==> src/rtl/serial_rx_pkg.sv <==
package serial_rx_pkg;

  typedef struct packed {
    logic       brk;
    logic       ferr;
    logic       perr;
    logic [7:0] data;
  } rx_char_t;

  typedef enum logic [2:0] {
    ST_IDLE,
    ST_START,
    ST_DATA,
    ST_PAR,
    ST_STOP,
    ST_HOLD
  } rx_state_e;

endpackage

==> src/rtl/serial_rx_tick.sv <==
module serial_rx_tick #(
  parameter int DIV_W = 16
) (
  input  logic             clk,
  input  logic             rst_n,
  input  logic [DIV_W-1:0] div,
  output logic             tick
);
  logic [DIV_W-1:0] cnt;
  logic [DIV_W-1:0] lim;

  assign lim = (div == '0) ? '0 : div - 1'b1;

  always_ff @(posedge clk or negedge rst_n) begin
    if (!rst_n) begin
      cnt  <= '0;
      tick <= 1'b0;
    end else if (cnt >= lim) begin
      cnt  <= '0;
      tick <= 1'b1;
    end else begin
      cnt  <= cnt + 1'b1;
      tick <= 1'b0;
    end
  end
endmodule

==> src/rtl/serial_rx_framer.sv <==
module serial_rx_framer
  import serial_rx_pkg::*;
#(
  parameter int OVS = 16
) (
  input  logic     clk,
  input  logic     rst_n,
  input  logic     tick,
  input  logic     line,
  input  logic [1:0] word_len,
  input  logic     parity_en,
  input  logic     parity_odd,
  output logic     chr_vld,
  output rx_char_t chr
);
  localparam int TW = $clog2(OVS);
  localparam logic [TW-1:0] MID  = TW'(OVS / 2 - 1);
  localparam logic [TW-1:0] FULL = TW'(OVS - 1);

  rx_state_e  st;
  logic [TW-1:0] tcnt;
  logic [2:0] bidx;
  logic [7:0] shreg;
  logic       pbit;
  logic [2:0] last_idx;

  assign last_idx = 3'd4 + {1'b0, word_len};

  always_ff @(posedge clk or negedge rst_n) begin
    if (!rst_n) begin
      st      <= ST_IDLE;
      tcnt    <= '0;
      bidx    <= '0;
      shreg   <= '0;
      pbit    <= 1'b0;
      chr_vld <= 1'b0;
      chr     <= '0;
    end else begin
      chr_vld <= 1'b0;
      if (tick) begin
        case (st)
          ST_IDLE: begin
            if (!line) begin
              st   <= ST_START;
              tcnt <= '0;
            end
          end
          ST_START: begin
            if (tcnt == MID) begin
              tcnt <= '0;
              if (!line) begin
                st    <= ST_DATA;
                bidx  <= '0;
                shreg <= '0;
                pbit  <= 1'b0;
              end else begin
                st <= ST_IDLE;
              end
            end else begin
              tcnt <= tcnt + 1'b1;
            end
          end
          ST_DATA: begin
            if (tcnt == FULL) begin
              tcnt        <= '0;
              shreg[bidx] <= line;
              if (bidx == last_idx) st <= parity_en ? ST_PAR : ST_STOP;
              else                  bidx <= bidx + 1'b1;
            end else begin
              tcnt <= tcnt + 1'b1;
            end
          end
          ST_PAR: begin
            if (tcnt == FULL) begin
              tcnt <= '0;
              pbit <= line;
              st   <= ST_STOP;
            end else begin
              tcnt <= tcnt + 1'b1;
            end
          end
          ST_STOP: begin
            if (tcnt == FULL) begin
              tcnt      <= '0;
              chr_vld   <= 1'b1;
              chr.data  <= shreg;
              chr.perr  <= parity_en & ((^shreg) ^ pbit ^ parity_odd);
              chr.ferr  <= ~line;
              chr.brk   <= ~line & (shreg == '0) & (~parity_en | ~pbit);
              st        <= line ? ST_IDLE : ST_HOLD;
            end else begin
              tcnt <= tcnt + 1'b1;
            end
          end
          ST_HOLD: begin
            if (line) st <= ST_IDLE;
          end
          default: st <= ST_IDLE;
        endcase
      end
    end
  end
endmodule

==> src/rtl/serial_rx_store.sv <==
module serial_rx_store
  import serial_rx_pkg::*;
#(
  parameter int DEPTH = 64
) (
  input  logic     clk,
  input  logic     rst_n,
  input  logic     fifo_en,
  input  logic     push,
  input  rx_char_t push_chr,
  input  logic     pop,
  input  logic     ovr_clr,
  output logic     valid,
  output rx_char_t head,
  output logic     overrun
);
  localparam int AW = (DEPTH > 1) ? $clog2(DEPTH) : 1;
  localparam int CW = AW + 1;
  localparam logic [AW-1:0] LAST = AW'(DEPTH - 1);

  rx_char_t      mem [DEPTH];
  logic [AW-1:0] wp, rp;
  logic [CW-1:0] cnt;
  logic          mode_q;
  logic          full, flush, do_push, do_pop;

  assign full    = fifo_en ? (cnt == CW'(DEPTH)) : (cnt != '0);
  assign flush   = (mode_q != fifo_en);
  assign valid   = (cnt != '0);
  assign do_push = push & ~full & ~flush;
  assign do_pop  = pop & valid & ~flush;
  assign head    = valid ? mem[rp] : '0;

  always_ff @(posedge clk) begin
    if (do_push) mem[wp] <= push_chr;
  end

  always_ff @(posedge clk or negedge rst_n) begin
    if (!rst_n) begin
      wp      <= '0;
      rp      <= '0;
      cnt     <= '0;
      mode_q  <= 1'b1;
      overrun <= 1'b0;
    end else begin
      mode_q <= fifo_en;
      if (flush) begin
        wp  <= '0;
        rp  <= '0;
        cnt <= '0;
      end else begin
        if (do_push) wp <= (wp == LAST) ? '0 : wp + 1'b1;
        if (do_pop)  rp <= (rp == LAST) ? '0 : rp + 1'b1;
        case ({do_push, do_pop})
          2'b10:   cnt <= cnt + 1'b1;
          2'b01:   cnt <= cnt - 1'b1;
          default: cnt <= cnt;
        endcase
      end
      if (push & full)  overrun <= 1'b1;
      else if (ovr_clr) overrun <= 1'b0;
    end
  end
endmodule

==> src/rtl/serial_rx_top.sv <==
module serial_rx_top
  import serial_rx_pkg::*;
#(
  parameter int DIV_W = 16,
  parameter int DEPTH = 64,
  parameter int OVS   = 16,
  parameter int SYNC  = 2
) (
  input  logic             clk,
  input  logic             rst_n,
  input  logic [DIV_W-1:0] baud_div,
  input  logic [1:0]       word_len,
  input  logic             parity_en,
  input  logic             parity_odd,
  input  logic             fifo_en,
  input  logic             loopback,
  input  logic             rx_serial,
  input  logic             tx_loop,
  output logic             rd_valid,
  input  logic             rd_ready,
  output logic [7:0]       rd_data,
  output logic             rd_perr,
  output logic             rd_ferr,
  output logic             rd_brk,
  output logic             overrun,
  input  logic             ovr_clr,
  input  logic             irq_data_en,
  input  logic             irq_line_en,
  output logic             irq_req
);
  logic [SYNC-1:0] sync_q;
  logic            line, tick, chr_vld;
  rx_char_t        chr, head;

  always_ff @(posedge clk or negedge rst_n) begin
    if (!rst_n) sync_q <= '1;
    else        sync_q <= {sync_q[SYNC-2:0], (loopback ? tx_loop : rx_serial)};
  end
  assign line = sync_q[SYNC-1];

  serial_rx_tick #(.DIV_W(DIV_W)) u_tick (
    .clk(clk), .rst_n(rst_n), .div(baud_div), .tick(tick)
  );

  serial_rx_framer #(.OVS(OVS)) u_framer (
    .clk(clk), .rst_n(rst_n), .tick(tick), .line(line),
    .word_len(word_len), .parity_en(parity_en), .parity_odd(parity_odd),
    .chr_vld(chr_vld), .chr(chr)
  );

  serial_rx_store #(.DEPTH(DEPTH)) u_store (
    .clk(clk), .rst_n(rst_n), .fifo_en(fifo_en),
    .push(chr_vld), .push_chr(chr), .pop(rd_ready), .ovr_clr(ovr_clr),
    .valid(rd_valid), .head(head), .overrun(overrun)
  );

  assign rd_data = head.data;
  assign rd_perr = head.perr;
  assign rd_ferr = head.ferr;
  assign rd_brk  = head.brk;

  assign irq_req = (irq_data_en & rd_valid)
                 | (irq_line_en & (overrun | rd_perr | rd_ferr | rd_brk));
endmodule

==> config.mk <==
export PLATFORM = sky130hd
export DESIGN_NAME = serial_rx_top
export DESIGN_NICKNAME = d
export VERILOG_FILES = /design/src/rtl/serial_rx_pkg.sv /design/src/rtl/serial_rx_tick.sv /design/src/rtl/serial_rx_framer.sv /design/src/rtl/serial_rx_store.sv /design/src/rtl/serial_rx_top.sv
export SDC_FILE = /design/constraint.sdc
export NUM_CORES = 1
export LEC_CHECK = 0
export ABC_AREA = 1
export CAP_MARGIN = 20
export CELL_PAD_IN_SITES_DETAIL_PLACEMENT = 1
export CELL_PAD_IN_SITES_GLOBAL_PLACEMENT = 1
export CORE_MARGIN = 2
export CORE_UTILIZATION = 50
export CTS_BUF_LIST = sky130_fd_sc_hd__clkbuf_8
export DETAILED_ROUTE_END_ITERATION = 16
export PLACE_DENSITY = 0.75
export RECOVER_POWER = 25
export SYNTH_ARGS = -nofsm -noshare
export SYNTH_HDL_FRONTEND = slang
export SYNTH_SLANG_ARGS = --single-unit
==> constraint.sdc <==
create_clock -name clk -period 9.2 [get_ports clk]
set_input_delay 0.92 -clock clk [delete_from_list [all_inputs] [get_ports clk]]
set_output_delay 0.92 -clock clk [all_outputs]
set_load 0.02 [all_outputs]
# Yosys cells after proc, flatten, opt, wreduce, memory -nomap -nowiden
# Memory sizes are Yosys's and may differ from the RTL's.
# Index checks and enable logic that the tools add are counted.
# totals
ramBits,704
ff_bits,71
mem_bits_ro,0
elab_cells,148
mem_count,1
latchBits,0
input_bits,30
# op_classes
n_addsub,9
n_mul,0
bitwise_logic,22
div_mod_pow,0
n_lt_le_gt_ge,3
n_eq_ne,23
shift,0
n_reduce_logical,20
mux,52
# mem_list
name,depth,width,rd,rd_clocked_by_memory_dff,wr,line,rtl
u_store.mem,64,11,1,0,1,serial_rx_store.sv:21,rx_char_t mem [DEPTH];
# op_table
cell,n
two-way mux 3 bit,13
two-way mux 6 bit,6
two-way mux 16 bit,2
two-way mux 8 bit,3
one-hot mux 3 bit (6 select lines),1
"adder 16 x 1 -> 16 bit, second input constant",1
greater-or-equal comparator 16 bit,1
logical NOT 16 bit,1
one-hot mux 8 bit (2 select lines),1
"subtractor 16 x 1 -> 16 bit, second input constant",1
two-way mux 1 bit,14
one-hot mux 7 bit (2 select lines),1
"adder 6 x 1 -> 6 bit, second input constant",2
"equality test 6 bit, second input constant",2
two-way mux 4 bit,3
one-hot mux 4 bit (3 select lines),1
two-way mux 11 bit,1
bitwise AND 1 bit,10
"!= test 2 x 1 -> 1 bit, second input constant",5
AND reduction 5 bit,2
nonzero test 2 bit,5
bitwise mux 8 bit,1
logical NOT 8 bit,1
"!= test 2 bit, second input constant",4
34 further kinds,47

# Depth between registers and ports, before layout
# logic_depth
word_depth,8
mapped_depth,20
depth_no_buf,18

# Cells and area by module
# From an unflattened synthesis, not the netlist that was laid out.
# unflattened
hier_cells,2776
hier_area_um2,32840.2
# modules_own_cells
mod,cells_each,area_per_inst_um2,instances
serial_rx_store,2254,29225.5,1
serial_rx_framer,263,1859.3,1
serial_rx_tick,248,1667.8,1
serial_rx_top,11,87.6,1

# Worst setup path before layout
# No wires, ideal clock.
# synth_path
path_kind,input-to-reg
startpoint,input port baud_div[0]
endpoint,register u_tick.cnt[0]
cell_stages,19
setup_ps,130
required_ps,9070
slack_ps,5775
t_arrival_ps,3295
path_cell_list,inv_1 ha_1 inv_1 nor2_1 inv_1 nor2_1 and3_1 nand2_1 o21ai_0 nand3_1 ha_1 nand2_1 inv_1 nand3_1 nor3_1 nand3_1 nand3_1 clkbuf_1 nor2_1
# synth_via
elab_chain_cells,4
# synth_rtl
item,line,rtl
from (decl),serial_rx_top.sv:11,"input logic [DIV_W-1:0] baud_div,"
subtractor 16 x 1 -> 16 bit or logical NOT 16 bit (tied branches),serial_rx_tick.sv:12,assign lim = (div == '0) ? '0 : div - 1'b1;
two-way mux 16 bit (*),serial_rx_tick.sv:12,
greater-or-equal comparator 16 bit (*),serial_rx_tick.sv:18,end else if (cnt >= lim) begin
two-way mux 16 bit (*),serial_rx_tick.sv:18,
to (signal assigned),serial_rx_tick.sv:22,cnt <= cnt + 1'b1;
to (decl),serial_rx_tick.sv:9,logic [DIV_W-1:0] cnt;
# Every way passes the cells marked *; elsewhere a longest branch is shown, timed or not.
# A chain may end at the register's enable or synchronous reset.

# Final worst setup path
# layout_path
startpoint,register u_store.rp[0]
endpoint,output port rd_data[5]
# layout_via
elab_chain_cells,2
# layout_rtl
item,line,rtl
from (decl),serial_rx_store.sv:22,"logic [AW-1:0] wp, rp;"
from (signal assigned),serial_rx_store.sv:53,if (do_pop) rp <= (rp == LAST) ? '0 : rp + 1'b1;
memory read (64 x 11 bit),n/a,
two-way mux 11 bit,serial_rx_store.sv:32,assign head = valid ? mem[rp] : '0;
to (decl),serial_rx_top.sv:21,"output logic [7:0] rd_data,"
# No other way between the ends.

==> results.md <==
- Outcome: finished, violations left
- Failing checks: capacitance limit, slew limit
- CP peak stage delay: 0.86 ns
- Post-cts sizing count: 0
- FFs w/ async S/R, synth: 0.0916
- DR vias/cell: 5.94
- Placer Congestion: 0.842
- Overflow left after global routing: 0
- Netlist cell types: 49
- DRT Wirelength: 93.9 mm
- Critical Path AT: 5.15 ns
- # fillers: 6645
- Top cells by area, synth: edfxtp_1, nand2_1, dfrtp_1
- Final Setup Violations: 0
- Initial antenna violation count: 2
- Total Power: 6.88 mW
- # hold bufs at CTS: 0
- MaxCap Viol Count: 11
- Mapped Avg Cell Area: 12.1 um^2
- Final Hold Vio Count: 0
- CTS H-tree lvls: 4
- Commonest cells after routing, fill and taps aside: edfxtp_1, nand2_1, nor2_1
- Maximum clock frequency: 0.165 GHz
- Via count: 22400
- Post-synth top area share: 0.648
- TritonCTS clock tree: built
- DR WL/cell: 24.9 um
- Critical path fanouts, max: 209
- Leading cell type in the layout, fill and taps excluded: edfxtp_1
- Clock transition at path regs: 0.06 ns
- Initial Util: 0.506
- CTS root buffer: clkbuf_8
- Hold WC Path Type: reg2reg
- # port buffers: 43
- Die X: 259 um
- Initial drt markers: 2046
- Worst setup EP type: output pin
- Critical path's slowest cell: buf_4
- Crit path max-delay family: buffers and inverters
- DP Wirelength: 55.8 mm
- Ys Warns: 0
- Register area: 22900 um^2
- Largest net degree at the start of global routing: 210
- GR Util met2: 0.471
- Ports: 44
- Drc violations: 0
- Syn Nets: 2765
- WP buf/inv: 3
- Cell Pwr Density: 189 nW/um^2
- CP required: 8.28 ns
- Min cycle time layout: 6.07 ns
- Multi-input gate area: 8620 um^2
- First-pass GRT wire length: 143 mm
- Leakage power: 13.5 nW
- CP dominant cell by count: nand3_1
- Clock Latency Late Sink: 0.81 ns
- DRT Pass-1 Iters: 8
- VDD IR-drop max: 0.126 mV
- Post-synth design cell area: 32600 um^2
- Max clock buf depth: 3
- Top FF cell, synth: edfxtp_1
- Final ANT Viol Nets: 0
- Synth area leader: edfxtp_1
- Post-CTS setup buffer count: 0
- Sequential area share after synthesis: 0.703
- CP Launch Type: flop
- Vias in the first global route: 23700
- Placed instance area: 34000 um^2
- Synth Register Bits: 775
- Slew HR: -1.47
- Met3 Use GR: 0.0519
- Setup Skew: 0.0313 ns
- All-Layer GR Usage: 0.284
- Layout cells sized above 1: 0.0976
- Top Usage Layer GRT: met2
- Area grow syn2layout: 11.8%
- Sink Count: 775
- Die height: 259 um
- Unrepaired setup endpoints after global routing: no
- Setup TNS Final: 0 ns
- Gate Count Post-Synth: 2701
- Slew Limit Fails: 661
- TritonCTS buffer count: 131
- Layout Nets: 2888
- Die area: 67300 um^2
- Cell area after layout: 36500 um^2
- Worst slew pin tran: 3.70 ns
- Post-synth EDFFs: 704
- CP cell instances: buf_12, buf_4, o21ai_0, o22ai_1, nand2_1, o211ai_1, nand3_1, nand3_1, and3_1, clkdlybuf4s50_1
- Core ar.: 64500 um^2
- Rows: 93
- GR Util met1: 0.373
- Period Utilization, post-route: 0.660
- Critical setup path kind: reg2out
-- synthesized netlist by cell type, drive strengths merged, types with 13 or more instances --
cell type	count
a21oi	138
xor2	26
ha	33
nor3	28
inv	98
mux2i	64
o211ai	49
edfxtp	704
o21ai	158
nand3	187
buf	91
o22ai	73
clkbuf	48
nor2	242
nand4	13
dfrtp	68
nand2	611
-- state kept, by name (all words and copies together) (netlist names) --
signal,cells
u_store.mem,704
u_tick.cnt,16
u_framer.chr,11
u_framer.shreg,8
u_store.cnt,7
u_store.rp,6
u_store.wp,6
u_framer.tcnt,4
u_framer.bidx,3
u_framer.st,3
sync_q,2
u_framer.chr_vld,1
u_framer.pbit,1
u_store.mode_q,1
u_store.overrun,1
u_tick.tick,1
-- routing by layer --
metal | up-vias | routed length, um | share of wire
met5 | - | 0 | 0
met4 | 0 | 2920 | 0.031
met3 | 181 | 6020 | 0.064
met2 | 839 | 46300 | 0.49
met1 | 11500 | 38600 | 0.41
li1 | 9939 | - | -
-- path summary, 6_finish.rpt --
check | from | endpoint | slack, ns | depth (start not counted)
max reg2reg | u_store.cnt[0]$_DFFE_PN0P_ | u_store.mem[33][10]$_DFFE_PP_ | 5.20 | 9
min reg2reg | sync_q[0]$_DFF_PN1_ | sync_q[1]$_DFF_PN1_ | 0.35 | 0
max | u_store.rp[0]$_DFFE_PN0P_ | rd_data[5] | 3.13 | 10
min | sync_q[0]$_DFF_PN1_ | sync_q[1]$_DFF_PN1_ | 0.35 | 0
min in group asynchronous | rst_n | u_framer.shreg[5]$_DFFE_PN0P_ | 0.59 | 1
max in group asynchronous | rst_n | u_store.rp[0]$_DFFE_PN0P_ | 5.01 | 2
-- power breakdown --
group / internal (mW) / switching, mW / total, mW
Combinational: 0.0825 / 0.135 / 0.217
Sequential: 3.82 / 0.0393 / 3.86
Clock: 1.40 / 1.41 / 2.81
-- through the flow --
stage,std cells,worst slack (ns),util,hold WS [ns]
4_1_cts,3763,3.15,0.564,0.0231
3_3_place_gp,3521,4.07,0.526,0.348
2_1_floorplan,2701,5.77,-,0.345
6_report,3777,3.13,0.565,0.355
5_1_grt,3777,2.87,0.565,0.360
3_5_place_dp,3534,4.02,0.528,0.348
-- area by class of cell --
class | count | share of cell area
Antenna cell | 2 | 0.000137
Clock buffer | 138 | 0.0521
Clock inverter | 91 | 0.0121
Inverter | 100 | 0.0106
Multi-Input combinational cell | 1687 | 0.236
Sequential cell | 775 | 0.629
Tap cell | 855 | 0.0293
Timing Repair Buffer | 129 | 0.0300
-- cells by family after synthesis --
logic type,Yosys count,share of synthesized area
buffers and inverters,239,0.0326
AO/OA/AOI/OAI,447,0.0783
XOR/XNOR,37,0.00994
AND/OR/NAND/NOR,1103,0.142
adder cells (fa/ha/maj),34,0.0133
flip-flops,775,0.703
multiplexers,66,0.0203
Power figures use the tool's default switching activity.
